==> src/rtl/dec_pkg.sv <==
package dec_pkg;
  localparam int REG_W       = 32;
  localparam int CTL_IE_BIT  = 26;
  localparam int CTL_ARE_BIT = 22;
  localparam int STS_DEC_BIT = 27;
endpackage

==> src/rtl/dec_count.sv <==
module dec_count #(
  parameter int CW = 32
) (
  input  logic          clk,
  input  logic          rst_n,
  input  logic          tick,
  input  logic          wr_en,
  input  logic [CW-1:0] wr_data,
  input  logic          are,
  input  logic [CW-1:0] reload,
  output logic [CW-1:0] count,
  output logic          expire
);
  localparam logic [CW-1:0] ONE  = CW'(1);
  localparam logic [CW-1:0] ZERO = '0;

  logic [CW-1:0] cnt_q, cnt_d;
  logic          at_zero;

  assign at_zero = (cnt_q == ZERO);
  assign expire  = tick && !wr_en && (cnt_q == ONE);

  always_comb begin
    cnt_d = cnt_q;
    if (wr_en)                  cnt_d = wr_data;
    else if (expire)            cnt_d = are ? reload : ZERO;
    else if (tick && !at_zero)  cnt_d = cnt_q - ONE;
  end

  always_ff @(posedge clk) begin
    if (!rst_n) cnt_q <= ZERO;
    else        cnt_q <= cnt_d;
  end

  assign count = cnt_q;

  AST_DEC_BY_ONE: assert property (@(posedge clk) disable iff (!rst_n)
    (tick && !wr_en && (count > ONE)) |=> (count == $past(count) - ONE));
  AST_HOLD_NO_TICK: assert property (@(posedge clk) disable iff (!rst_n)
    (!tick && !wr_en) |=> $stable(count));
  AST_WRITE_WINS: assert property (@(posedge clk) disable iff (!rst_n)
    wr_en |=> (count == $past(wr_data)));
  AST_RELOAD_LOAD: assert property (@(posedge clk) disable iff (!rst_n)
    (expire && are) |=> (count == $past(reload)));
  AST_STOP_AT_ZERO: assert property (@(posedge clk) disable iff (!rst_n)
    (at_zero && !wr_en) |=> (count == ZERO));
endmodule

==> src/rtl/dec_regs.sv <==
module dec_regs
  import dec_pkg::*;
#(
  parameter int CW = 32
) (
  input  logic             clk,
  input  logic             rst_n,
  input  logic             rld_we,
  input  logic [CW-1:0]    rld_wdata,
  input  logic             ctl_we,
  input  logic [REG_W-1:0] ctl_wdata,
  output logic [CW-1:0]    reload,
  output logic [REG_W-1:0] ctl,
  output logic             int_en,
  output logic             auto_rld
);
  logic [CW-1:0]    rld_q;
  logic [REG_W-1:0] ctl_q;

  always_ff @(posedge clk) begin
    if (!rst_n) begin
      rld_q <= '0;
      ctl_q <= '0;
    end else begin
      if (rld_we) rld_q <= rld_wdata;
      if (ctl_we) ctl_q <= ctl_wdata;
    end
  end

  assign reload   = rld_q;
  assign ctl      = ctl_q;
  assign int_en   = ctl_q[CTL_IE_BIT];
  assign auto_rld = ctl_q[CTL_ARE_BIT];

  AST_CTL_STORE: assert property (@(posedge clk) disable iff (!rst_n)
    ctl_we |=> (ctl == $past(ctl_wdata)));
endmodule

==> src/rtl/dec_flag.sv <==
module dec_flag
  import dec_pkg::*;
(
  input  logic             clk,
  input  logic             rst_n,
  input  logic             expire,
  input  logic             clr_we,
  input  logic [REG_W-1:0] clr_mask,
  input  logic             int_en,
  output logic [REG_W-1:0] status,
  output logic             irq
);
  logic [REG_W-1:0] sts_q, sts_d;

  always_comb begin
    sts_d = sts_q;
    if (clr_we) sts_d = sts_d & ~clr_mask;
    if (expire) sts_d[STS_DEC_BIT] = 1'b1;
  end

  always_ff @(posedge clk) begin
    if (!rst_n) sts_q <= '0;
    else        sts_q <= sts_d;
  end

  assign status = sts_q;
  assign irq    = sts_q[STS_DEC_BIT] & int_en;

  AST_EXPIRE_SETS: assert property (@(posedge clk) disable iff (!rst_n)
    expire |=> status[STS_DEC_BIT]);
  AST_ONLY_EXPIRE_RAISES: assert property (@(posedge clk) disable iff (!rst_n)
    $rose(status[STS_DEC_BIT]) |-> $past(expire));
  AST_W1C_CLEARS: assert property (@(posedge clk) disable iff (!rst_n)
    (clr_we && clr_mask[STS_DEC_BIT] && !expire) |=> !status[STS_DEC_BIT]);
  AST_IRQ_NEEDS_FLAG: assert property (@(posedge clk) disable iff (!rst_n)
    irq |-> status[STS_DEC_BIT]);
endmodule

==> src/rtl/dec_timer.sv <==
module dec_timer
  import dec_pkg::*;
#(
  parameter int CW = 32
) (
  input  logic             clk,
  input  logic             rst_n,
  input  logic             tb_tick,
  input  logic             cnt_we,
  input  logic [CW-1:0]    cnt_wdata,
  input  logic             rld_we,
  input  logic [CW-1:0]    rld_wdata,
  input  logic             ctl_we,
  input  logic [REG_W-1:0] ctl_wdata,
  input  logic             sts_we,
  input  logic [REG_W-1:0] sts_wdata,
  output logic [CW-1:0]    count,
  output logic [CW-1:0]    reload,
  output logic [REG_W-1:0] ctl,
  output logic [REG_W-1:0] status,
  output logic             irq
);
  logic int_en, auto_rld, expire;

  dec_regs #(.CW(CW)) u_regs (
    .clk(clk), .rst_n(rst_n),
    .rld_we(rld_we), .rld_wdata(rld_wdata),
    .ctl_we(ctl_we), .ctl_wdata(ctl_wdata),
    .reload(reload), .ctl(ctl),
    .int_en(int_en), .auto_rld(auto_rld)
  );

  dec_count #(.CW(CW)) u_count (
    .clk(clk), .rst_n(rst_n), .tick(tb_tick),
    .wr_en(cnt_we), .wr_data(cnt_wdata),
    .are(auto_rld), .reload(reload),
    .count(count), .expire(expire)
  );

  dec_flag u_flag (
    .clk(clk), .rst_n(rst_n), .expire(expire),
    .clr_we(sts_we), .clr_mask(sts_wdata),
    .int_en(int_en), .status(status), .irq(irq)
  );

  AST_IRQ_NEEDS_ENABLE: assert property (@(posedge clk) disable iff (!rst_n)
    irq |-> ctl[CTL_IE_BIT]);
  AST_SAME_CYCLE_SET: assert property (@(posedge clk) disable iff (!rst_n)
    expire |=> status[STS_DEC_BIT]);
endmodule

==> config.mk <==
export PLATFORM = sky130hd
export DESIGN_NAME = dec_timer
export DESIGN_NICKNAME = d
export VERILOG_FILES = /design/src/rtl/dec_pkg.sv /design/src/rtl/dec_count.sv /design/src/rtl/dec_regs.sv /design/src/rtl/dec_flag.sv /design/src/rtl/dec_timer.sv
export SDC_FILE = /design/constraint.sdc
export NUM_CORES = 1
export LEC_CHECK = 0
export ABC_AREA = 1
export BUFFER_PORTS_ARGS = -buffer_cell sky130_fd_sc_hd__buf_2
export CORE_MARGIN = 1.5
export CORE_UTILIZATION = 26
export DETAILED_ROUTE_END_ITERATION = 10
export GPL_TIMING_DRIVEN = 0
export PLACE_DENSITY_LB_ADDON = 0.1
export SKIP_CTS_REPAIR_TIMING = 1
export SYNTH_ARGS = -nofsm -noshare
export SYNTH_HDL_FRONTEND = slang
export SYNTH_HIERARCHICAL = 1
export SYNTH_SLANG_ARGS = --single-unit
==> constraint.sdc <==
create_clock -name clk -period 2.12 [get_ports clk]
set_clock_uncertainty 0.05 [all_clocks]
set_input_delay 0.424 -clock clk [delete_from_list [all_inputs] [get_ports clk]]
set_output_delay 0.424 -clock clk [all_outputs]
set_load 0.01 [all_outputs]
# Yosys cells after proc, flatten, opt, wreduce, memory -nomap -nowiden
# Cells that the tools add are included.
dict set report classes {
  n_eq_ne 1
  reduce_logical 8
  addsub 1
  n_bitwise 3
  n_mux 6
}
# cell count
set op_table {}
lappend op_table {{32-bit two-way mux} 4}
lappend op_table {{32-bit bitwise AND} 1}
lappend op_table {{32-bit by 1-bit == test with 1-bit output, second input constant} 1}
lappend op_table {{32-bit zero test} 1}
lappend op_table {{32-bit inverter} 1}
lappend op_table {{32-bit by 1-bit subtractor with 32-bit output, second input constant} 1}
lappend op_table {{28-bit two-way mux} 1}
lappend op_table {{1-bit logical AND} 3}
lappend op_table {{3-bit nonzero test} 1}
lappend op_table {{1-bit zero test} 2}
lappend op_table {{2-bit nonzero test} 1}
lappend op_table {{1-bit bitwise AND} 1}
lappend op_table {{1-bit two-way mux} 1}
dict set report word_totals {
  out_inout_bits 129
  regBits 128
  word_cells 24
}

# Depth between registers and ports, before layout
# Gate-level depths: netlist (run 1).
dict set report logic_depth {
  depth_word 6
  depth_mapped 14
  depth_no_buf 13
}

# By module
# Netlist (run 1), hierarchy kept.
# mod n_inst area_per_inst_um2 cells_each
set modules_own_cells {}
lappend modules_own_cells {dec_count 1 2966.6 508}
lappend modules_own_cells {dec_regs 1 2707.6 407}
lappend modules_own_cells {dec_flag 1 1104.8 107}

# Worst setup path before layout (run 1)
# OpenSTA, ideal clock, no wires.
dict set report synth_path {
  path_type {reg-to-reg}
  start {register u_count.cnt_q[0], in the netlist u_count/count[0]}
  end {register u_count.cnt_q[13], in the netlist u_count/count[13]}
  slack_ns 0.312
  path_stages_with_launch 13
  required_time_ns 1.950
  setup_ns 0.120
  synth_period_minus_slack_ns 1.808
  n_path_buf 1
  arrival_time_ns 1.638
  cell_sequence {dfxtp_1 inv_1 ha_1 nand2_2 nor2_4 nand2_2 nor2_2 nor2_2 nor2_8 inv_6 buf_6 o21ai_1 a21oi_1}
}
dict set report synth_via {
  elab_chain_cells 4
}
# element line
set synth_rtl {}
lappend synth_rtl {{from (decl)} dec_count.sv:17} ;# logic [CW-1:0] cnt_q, cnt_d;
lappend synth_rtl {{from (signal assigned)} dec_count.sv:32} ;# else cnt_q <= cnt_d;
lappend synth_rtl {{32-bit by 1-bit subtractor with 32-bit output (tied with other cells)} dec_count.sv:27} ;# else if (tick && !at_zero) cnt_d = cnt_q - ONE;
lappend synth_rtl {{32-bit two-way mux (tied with other cells)} dec_count.sv:27}
lappend synth_rtl {{32-bit two-way mux or 1-bit logical AND (tied branches)} {dec_count.sv:26, dec_count.sv:27}}
lappend synth_rtl {{32-bit two-way mux or 3-bit nonzero test (tied branches)} n/a}
# Parallel ways exist; a longest one is shown, timed or not. The select of a mux whose other input is x is not followed.
# A chain may end at the register's enable or synchronous reset.

# Worst setup path after layout (run 1)
dict set report layout_path {
  start {register u_count.cnt_q[2], in the netlist u_count/count[2]}
  end {register u_count.cnt_q[17], in the netlist u_count/count[17]}
}
# Same word-level chain as after synthesis.

==> results of run 1 <==
==> final cells by class <==
class                   instances  area [µm²]  area share
multi-input cells             744        3428      0.3758
plain buffers                  51       439.2     0.04813
inverters                      99       377.9     0.04142
clock buffers                  19       432.9     0.04745
diodes                          1       2.502   0.0002743
flip-flops and latches        128        2564      0.2810
repair buffers                262        1316      0.1443
well taps                     330       412.9     0.04526
clock inverters                13       150.1     0.01646
==> power by group through the flow <==
stage               combinational, µW  sequential [µW]  clock (µW)
finish                           1290             2700        3010
global route                     1450             2720        3210
CTS                              1290             2700        3130
detailed placement               1290             2750           0
global placement                 1280             2750           0
floorplan                         737             2770           0
==> flip-flops by register name, summed over array words and instances, names as in the netlist <==
register and count:
u_count/count 32, u_regs/ctl 32, u_flag/status 32, u_regs/reload 32
==> metal layers <==
layer	routed length, µm	part of all wire	global-route usage	vias to the layer above
li1	-	-	-	3735
met4	235	0.0092	0.04300	4
met2	11890	0.46	0.3094	214
met3	1875	0.073	0.05701	16
met1	11620	0.45	0.2460	3205
met5	23	0.00090	0	-
==> cell families (layout without fill, tap and decap cells) <==
| group | count (synthesis) | after routing |
|---|---|---|
| flip-flops | 128 | 128 |
| XOR/XNOR | 8 | 8 |
| AND/OR/NAND/NOR | 604 | 604 |
| adder cells (fa/ha/maj) | 2 | 2 |
| AO/OA/AOI/OAI | 130 | 130 |
| other | 0 | 1 |
| buffers and inverters | 150 | 444 |
==> path summary, 6_finish.rpt <==
| kind | startpoint | depth (start not counted) | slack [ns] | endpoint |
|---|---|---|---|---|
| min reg2reg | u_flag/status[25]$_SDFFE_PN0P_ | 2 | 0.38 | u_flag/status[25]$_SDFFE_PN0P_ |
| max | u_count/count[2]$_SDFFE_PN0P_ | 10 | 0.13 | u_count/count[17]$_SDFFE_PN0P_ |
| min | sts_wdata[1] | 2 | 0.12 | u_flag/status[1]$_SDFFE_PN0P_ |
| max reg2reg | u_count/count[2]$_SDFFE_PN0P_ | 10 | 0.13 | u_count/count[17]$_SDFFE_PN0P_ |
==> layout by cell type, fill, tap and decap left out, types with 10 or more instances in the layout <==
cell type    n
o21ai_0     11
nor2_1     211
buf_4       17
a21oi_1     52
clkbuf_1    10
nand3_1     53
dfxtp_1    127
clkbuf_16   17
buf_2      263
a21oi_2     29
nand2_1    289
o21ai_1     29
buf_6       25
inv_1       96
==> metrics by stage <==
step | util | hold WS (ns)
final | 0.3592 | 0.1223
after global routing | 0.3591 | 0.09458
after CTS | 0.3573 | 0.09855
after detailed placement | 0.3344 | 0.3763
after global placement | 0.3344 | 0.3673
after floorplan | - | 0.4064
==> worst register-to-register path: cells and delay by family, from the launching register on <==
kind / cells / cell delay, ns
simple gates: 9 / 1.40
compound gates: 1 / 0.05
flops: 1 / 0.38
==> results.py, run 1 <==
metrics = {
    "timing": {
        "max_freq_ghz": 0.5030,
        "slew_violations": 0,
        "report.final.setup_viol": 0,
        "final.min_clock_period_ns": 1.988,
        "finalSetupTns_ns": 0,
        "worst_slew_pin_slew_ns": 0.6197,
        "timing.final.hold_violations": 0,
        "final_critical_path_setup_slack_ns": 0.1319,
        "timing.slew.headroom": 0.5869,
        "portion_of_the_clock_cycle_consumed_by_the_worst_path_in_the_final_layout": 0.9378,
    },
    "worst_setup_path": {
        "worstPathRequired_ns": 2.36,
        "crit_top_cell": "nand2_1",
        "critPathArrivalTime_ns": 2.23,
        "critical_path_buf_inv_count": 0,
        "critical_path.cell_chain": "nor2_1 -> nand2_1 -> nor2_4 -> nand2_1 -> nor2_1 -> nand2_1 -> nand3_1 -> nand3_1 -> nand2_1 -> a21oi_1",
        "crit_slowest_cell": "dfxtp_1",
        "worst_path_largest_cell_delay_ns": 0.38,
        "worst_setup_path_end_kind": "flip-flop",
        "worst-path-max-fanout": 7,
        "timing.setup.critical_path_class": "reg2reg",
        "cp-start-kind": "flip-flop",
        "critical_path.top_delay_family": "simple AND/OR/NAND/NOR gates",
    },
    "floorplanning": {
        "die_area_um2": 27050,
        "start_util": 0.2669,
        "std_cell_rows": 58,
        "die_height_um": 164.5,
        "io_pins": 264,
        "floorplan.die.width_um": 164.5,
        "core_um2": 25400,
    },
    "synthesis": {
        "synth.net_count": 1159,
        "postSynthCellCount": 1022,
        "synthXorXnorAreaFrac": 0.01034,
        "unique_cell_type_count_in_the_yosys_netlist": 31,
        "synth_largest_area_cell": "dfxtp_1",
        "async_reset_ff_frac": 0,
        "yosys_most_used_dff": "dfxtp_1",
        "synth-adder-area-share": 0.003691,
        "seq_total_area_yosys": 0.3780,
        "synth_top_family_by_area": "simple AND/OR/NAND/NOR gates",
        "synthMostInstantiatedCell": "nand2_1",
        "synth_edf_count": 0,
        "yosys.area_share.simple": 0.3730,
        "mean_instance_size_in_the_synthesized_netlist_um2": 6.633,
        "synthTopCellsByArea": "dfxtp_1 38%, nand2_1 16%, nor2_1 12%, inv_1 5.3%, buf_6 4.0%",
        "ffs_latches_synth": 128,
        "yosysWarningCount": 6,
        "netlist_top_cells_count": "290 x nand2_1, 214 x nor2_1, 128 x dfxtp_1, 96 x inv_1, 53 x nand3_1",
        "synthesis.area_um2": 6779,
        "synth_largest_type_area_fraction": 0.3780,
        "synth.area.mux_share": 0,
        "complex_gate_fraction_of_the_synthesized_area": 0.1154,
    },
    "power_and_ir_drop": {
        "worst_ir_drop_vdd_uv": 334.0,
        "power.internal_uw": 4811,
        "p_total_uw": 7000,
        "clock_power_share": 0.430,
        "combPwrFrac": 0.185,
        "power.switching_uw": 2189,
        "power.density_cell_area_nw_per_um2": 767.3,
        "power.share.switching": 0.3128,
        "pwr-share-seq": 0.386,
        "leakagePower_uw": 0.004718,
    },
    "route": {
        "routed_via_density": 4.356,
        "remaining_drc_errors": 0,
        "drtPass1Iterations": 6,
        "detailroute.via_count": 7174,
        "wl_um": 25640,
        "dr.first_iter.drc_count": 417,
        "ant_nets": 0,
        "wire_per_inst_um": 15.57,
    },
    "placed_design": {
        "dp_slack_ns": 0.07984,
        "globalplace.congestion": 0.8676,
        "placed_cells": 1612,
        "portBuffers": 260,
        "hpwl_um": 19910,
        "placement.cell_area_um2": 8493,
    },
    "cts": {
        "cts_buffers": 17,
        "clock-root-buffer": "clkbuf_16",
        "max-clock-path-buffers": 2,
        "cts_tree": "built",
        "clock_tree.htree_level_count": 4,
        "clk_pin_slew_worst_paths_ns": 0.06,
        "clock-sinks": 128,
        "clock_latency_ns": 0.42,
    },
    "grt": {
        "grt_pass1_wl_um": 38440,
        "total_congestion_overflow_after_global_routing": 0,
        "grt_antenna_before_repair": 4,
        "via_count_of_the_first_global_routing_pass": 6703,
        "grt_max_degree": 17,
        "grt.total_usage": 0.1899,
    },
    "finish": {
        "fin_nets": 1440,
        "syn2layout_area_growth_pct": 34.59,
        "nFillCells": 2876,
        "layout-drive-gt1-share": 0.3093,
        "post_layout_nonfiller_instances": 1647,
        "finalInstanceArea_um2": 9124,
    },
    "flow_run": {
        "maxCapViolCount": 0,
    },
    "status": {
        "run_status": "completed",
    },
    "hold_path": {
        "min_delay_worst_type": "in2reg",
    },
}
(Power assumes the default switching activity.)
==> run 2: changes to the inputs <==
--- a/config.mk
+++ b/config.mk
@@ -6,12 +6,13 @@
 export NUM_CORES = 1
 export LEC_CHECK = 0
 export ABC_AREA = 1
-export BUFFER_PORTS_ARGS = -buffer_cell sky130_fd_sc_hd__buf_2
 export CORE_MARGIN = 1.5
 export CORE_UTILIZATION = 26
 export DETAILED_ROUTE_END_ITERATION = 10
+export DONT_BUFFER_PORTS = 1
 export GPL_TIMING_DRIVEN = 0
 export PLACE_DENSITY_LB_ADDON = 0.1
+export SETUP_SLACK_MARGIN = 0.5
 export SKIP_CTS_REPAIR_TIMING = 1
 export SYNTH_ARGS = -nofsm -noshare
 export SYNTH_HDL_FRONTEND = slang
==> results.py, run 2 (synthesis results as in run 1) <==
metrics = {
    "floorplanning": {
        "core_um2": 25400,
        "io_pins": 264,
        "die_area_um2": 27050,
        "floorplan.die.width_um": 164.5,
        "die_height_um": 164.5,
        "std_cell_rows": 58,
        "start_util": 0.2669,
    },
    "power_and_ir_drop": {
        "leakagePower_uw": 0.003812,
        "worst_ir_drop_vdd_uv": 371.2,
        "power.switching_uw": 2174,
        "power.share.switching": 0.3147,
        "combPwrFrac": 0.160,
        "power.internal_uw": 4734,
        "pwr-share-seq": 0.411,
        "power.density_cell_area_nw_per_um2": 807.7,
        "clock_power_share": 0.428,
    },
    "placed_design": {
        "globalplace.congestion": 0.8600,
        "placed_cells": 1352,
        "placement.cell_area_um2": 7289,
        "portBuffers": 0,
        "hpwl_um": 19620,
    },
    "worst_setup_path": {
        "worstPathRequired_ns": 2.42,
        "worst_setup_path_end_kind": "flip-flop",
        "critPathArrivalTime_ns": 2.20,
        "timing.setup.critical_path_class": "reg2reg",
        "cp-start-kind": "flip-flop",
        "worst-path-max-fanout": 8,
    },
    "cts": {
        "cts_tree": "built",
        "cts_buffers": 17,
        "max-clock-path-buffers": 2,
        "clk_pin_slew_worst_paths_ns": 0.06,
        "clock-root-buffer": "clkbuf_16",
        "clock_tree.htree_level_count": 4,
        "clock_latency_ns": 0.42,
        "clock-sinks": 128,
    },
    "timing": {
        "slew_violations": 0,
        "rsz_0062_raised_after_global_routing": "yes",
        "timing.final.hold_violations": 0,
        "worst_slew_pin_slew_ns": 0.9342,
        "report.final.setup_viol": 0,
        "timing.slew.headroom": 0.3772,
        "portion_of_the_clock_cycle_consumed_by_the_worst_path_in_the_final_layout": 0.8985,
        "final.min_clock_period_ns": 1.905,
        "finalSetupTns_ns": 0,
        "max_freq_ghz": 0.5250,
    },
    "grt": {
        "grt_max_degree": 17,
        "grt_antenna_before_repair": 1,
        "grt.total_usage": 0.1839,
        "total_congestion_overflow_after_global_routing": 0,
        "grt_pass1_wl_um": 36980,
        "via_count_of_the_first_global_routing_pass": 6132,
    },
    "finish": {
        "mostFrequentLayoutCells": "281 x nand2_1, 194 x nor2_1, 96 x dfxtp_1, 90 x inv_1, 47 x nand3_1",
        "fin_nets": 1202,
        "post_layout_nonfiller_instances": 1408,
        "antenna-diode-count": 0,
        "syn2layout_area_growth_pct": 26.17,
        "layout-drive-gt1-share": 0.2523,
        "finalInstanceArea_um2": 8553,
        "layout.cells.most_common": "nand2_1",
    },
    "route": {
        "remaining_drc_errors": 0,
        "ant_nets": 0,
        "wl_um": 25770,
        "dr.first_iter.drc_count": 395,
        "wire_per_inst_um": 18.30,
        "routed_via_density": 4.526,
        "drtPass1Iterations": 5,
        "detailroute.via_count": 6372,
    },
    "flow_run": {
        "maxCapViolCount": 0,
    },
    "hold_path": {
        "min_delay_worst_type": "in2reg",
    },
    "status": {
        "run_status": "completed",
    },
}
-- run 2: cell types whose count changed in the layout (fill, tap and decap cells not counted), sizes merged --
cell and change:
buf -241, clkbuf +4, clkinvlp +2, bufinv -1, clkinv -1, diode -1, inv -1
-- run 2: critical path, stage by stage, from the launching register on --
cell and delay [ns]:
dfxtp_4 0.38, nor2_4 0.14, nand2_2 0.12, nor2_2 0.13
nand3_2 0.11, nor2_4 0.21, buf_6 0.16, nand4_1 0.23
nand3_2 0.16, nor2_1 0.06, nor2_1 0.08
-- run 2: cell type report --
cell class / instances / area [µm²]
multi-input cells: 744 / 3770
plain buffers: 51 / 499.2
clock buffers: 20 / 466.7
fillers: 2838 / 16850
inverters: 99 / 401.6
flip-flops and latches: 128 / 2618
clock inverters: 12 / 123.9
well taps: 330 / 412.9
repair buffers: 24 / 261.5
-- run 2: routing by layer --
metal  part of all wire  track usage  wire length (µm)  vias to the layer above
met5                  0            0                 0                        -
met4              0.015      0.04955               388                        0
met3              0.090      0.06630              2307                       24
met2               0.45       0.2883             11590                      220
met1               0.45       0.2377             11480                     2874
li1                   -            -                 -                     3254
-- run 2: path summary, 6_finish.rpt --
| check | startpoint | to | slack, ns | cells past startpoint |
|---|---|---|---|---|
| worst max-delay path | u_count/count[4]$_SDFFE_PN0P_ | u_count/count[24]$_SDFFE_PN0P_ | 0.22 | 10 |
| worst min-delay path | sts_wdata[30] | u_flag/status[30]$_SDFFE_PN0P_ | 0.03 | 1 |
| worst min register to register | u_flag/status[30]$_SDFFE_PN0P_ | u_flag/status[30]$_SDFFE_PN0P_ | 0.43 | 2 |
| worst max register to register | u_count/count[4]$_SDFFE_PN0P_ | u_count/count[24]$_SDFFE_PN0P_ | 0.22 | 10 |
-- run 2: per-stage QoR --
step | utilization | hold slack [ns] | total power, µW | setup slack (ns)
6_report | 0.3367 | 0.02827 | 6908 | 0.2152
5_1_grt | 0.3367 | 0.004876 | 7272 | 0.1133
4_1_cts | 0.3102 | 0.007582 | 6855 | -0.04519
3_5_place_dp | 0.2870 | 0.4256 | 3831 | -0.01780
3_3_place_gp | 0.2870 | 0.4206 | 3830 | 0.004721
2_1_floorplan | - | 0.4064 | 3533 | 0.4846
-- run 2: power by group through the flow --
stage          sequential, µW  clock [µW]  combinational [µW]
3_5_place_dp             2870           0                 961
4_1_cts                  2820        3070                 966
2_1_floorplan            2780           0                 757
3_3_place_gp             2870           0                 960
6_report                 2840        2960                1110
5_1_grt                  2870        3170                1240
==> run 3: changes to the inputs <==
==> constraint.sdc (replaced) <==
create_clock -name clk -period 2.05 [get_ports clk]
set_clock_uncertainty 0.05 [all_clocks]
set_input_delay 0.41 -clock clk [delete_from_list [all_inputs] [get_ports clk]]
set_output_delay 0.41 -clock clk [all_outputs]
set_load 0.01 [all_outputs]
==> results.py, run 3 (synthesis results as in run 1) <==
metrics = {
    "power_and_ir_drop": {
        "power.share.switching": 0.3187,
        "power.density_cell_area_nw_per_um2": 842.0,
        "combPwrFrac": 0.158,
        "worst_ir_drop_vdd_uv": 512.9,
        "power.internal_uw": 4937,
        "clock_power_share": 0.437,
        "pwr-share-seq": 0.405,
        "power.switching_uw": 2310,
        "leakagePower_uw": 0.003872,
    },
    "route": {
        "detailroute.via_count": 6471,
        "remaining_drc_errors": 0,
        "ant_nets": 0,
        "dr.first_iter.drc_count": 473,
        "wl_um": 25650,
        "wire_per_inst_um": 17.92,
        "drtPass1Iterations": 5,
        "routed_via_density": 4.522,
    },
    "floorplanning": {
        "std_cell_rows": 58,
        "die_area_um2": 27050,
        "die_height_um": 164.5,
        "start_util": 0.2669,
        "floorplan.die.width_um": 164.5,
        "io_pins": 264,
        "core_um2": 25400,
    },
    "timing": {
        "max_freq_ghz": 0.5188,
        "timing.slew.headroom": 0.4840,
        "timing.final.hold_violations": 0,
        "final_critical_path_setup_slack_ns": 0.1223,
        "rsz_0062_raised_after_global_routing": "yes",
        "portion_of_the_clock_cycle_consumed_by_the_worst_path_in_the_final_layout": 0.9403,
        "final.min_clock_period_ns": 1.928,
        "worst_slew_pin_slew_ns": 0.7739,
        "slew_violations": 0,
        "report.final.setup_viol": 0,
        "holdWs_ns": 0.01511,
    },
    "finish": {
        "finish.utilization": 0.3389,
        "nFillCells": 2852,
        "finalInstanceArea_um2": 8607,
        "layout.cells.most_common": "nand2_1",
        "post_layout_nonfiller_instances": 1431,
        "fin_nets": 1223,
        "layout-drive-gt1-share": 0.2129,
        "syn2layout_area_growth_pct": 26.97,
        "mostFrequentLayoutCells": "288 x nand2_1, 202 x nor2_1, 95 x dfxtp_1, 92 x inv_1, 50 x nand3_1",
    },
    "cts": {
        "cts_tree": "built",
        "cts_buffers": 17,
        "clock-root-buffer": "clkbuf_16",
        "clock-sinks": 128,
        "clk_pin_slew_worst_paths_ns": 0.06,
        "clock_latency_ns": 0.42,
        "clock_tree.htree_level_count": 4,
        "max-clock-path-buffers": 2,
    },
    "worst_setup_path": {
        "worstPathRequired_ns": 2.35,
        "timing.rr.end": "u_count/count[24]$_SDFFE_PN0P_",
        "worst_setup_path_end_kind": "flip-flop",
        "regToRegStartpoint": "u_count/count[1]$_SDFFE_PN0P_",
        "rrSetupSlack_ns": 0.12,
        "critPathArrivalTime_ns": 2.23,
        "cp-start-kind": "flip-flop",
        "timing.setup.critical_path_class": "reg2reg",
        "worst-path-max-fanout": 5,
        "worst-r2r-cell-count": 11,
    },
    "grt": {
        "grt_max_degree": 17,
        "via_count_of_the_first_global_routing_pass": 5987,
        "total_congestion_overflow_after_global_routing": 0,
        "grt_pass1_wl_um": 37050,
        "grt.total_usage": 0.1851,
        "grt_antenna_before_repair": 3,
    },
    "hold_path": {
        "hold_path.startpoint": "sts_wdata[22]",
        "endpoint_of_the_worst_hold_path": "u_flag/status[22]$_SDFFE_PN0P_",
        "whs_path_depth": 1,
        "min_delay_worst_type": "in2reg",
    },
    "placed_design": {
        "dp_slack_ns": -0.04587,
        "placed_cells": 1352,
        "placement.cell_area_um2": 7316,
        "portBuffers": 0,
        "hpwl_um": 19550,
        "globalplace.congestion": 0.8533,
    },
    "flow_run": {
        "maxCapViolCount": 0,
    },
    "status": {
        "run_status": "completed",
    },
}
==> run 3: cell count changes in the layout (fill, tap and decap cells not counted), moves of 7 or more <==
| cell | delta |
|---|---|
| a21oi_2 | -14 |
| nor2_1 | +8 |
| nand2_1 | +7 |
| a21oi_1 | +14 |
| nand2_2 | -8 |
| dlygate4sd3_1 | +26 |
==> run 3: worst max-delay path, cell delays in order, from the launching register on <==
cell and delay, ns:
dfxtp_4 0.37, inv_4 0.07, ha_4 0.14, nand3_2 0.07
nor2_2 0.10, nand3_2 0.12, nor2_4 0.24, buf_6 0.16
nand4_1 0.23, nand3_2 0.17, nor2_1 0.06, nor2_1 0.08
==> run 3: how the worst max path moves through the flow <==
stage                                         startpoint                             end  slack (ns)  depth (start not counted)
after floorplan                                   cnt_we  u_count/count[24]$_SDFFE_PN0P_        0.43                         14
after CTS                 u_count/count[11]$_SDFFE_PN0P_  u_count/count[20]$_SDFFE_PN0P_       -0.06                         10
after detailed placement  u_count/count[11]$_SDFFE_PN0P_  u_count/count[20]$_SDFFE_PN0P_       -0.05                         10
after global routing       u_count/count[1]$_SDFFE_PN0P_  u_count/count[10]$_SDFFE_PN0P_        0.05                         13
after global placement    u_count/count[11]$_SDFFE_PN0P_  u_count/count[20]$_SDFFE_PN0P_       -0.06                         10
final                      u_count/count[1]$_SDFFE_PN0P_  u_count/count[24]$_SDFFE_PN0P_        0.12                         11
==> run 3: power by group through the flow <==
stage,combinational [µW],sequential [µW],clock [µW]
floorplan,785,2870,0
global placement,996,2970,0
detailed placement,998,2970,0
CTS,1000,2920,3260
global route,1280,2960,3380
finish,1150,2930,3170
==> run 3: through the flow <==
step | power, µW | TNS, ns
floorplan | 3660 | 0
global placement | 3970 | -0.09790
detailed placement | 3971 | -0.07344
CTS | 7182 | -0.1001
global route | 7619 | 0
finish | 7247 | 0
==> run 3: final cells by class <==
type / instances / area (µm²) / share of cell area
antenna: 2 / 5.005 / 0.0005815
buffer: 51 / 508.0 / 0.05902
clock buffer: 17 / 425.4 / 0.04943
clock inverter: 15 / 175.2 / 0.02035
inverter: 99 / 396.6 / 0.04608
multi-input combinational: 744 / 3645 / 0.4235
sequential: 128 / 2624 / 0.3048
tap: 330 / 412.9 / 0.04797
timing repair buffer: 45 / 415.4 / 0.04826
==> run 3: layer usage <==
layer  up-vias  routed length (µm)  GRT usage
li1       3318                   -          -
met1      2916               11470     0.2416
met2       220               11630     0.2869
met3        17                2275    0.07182
met4         0                 266    0.04177
met5         -                   0          0
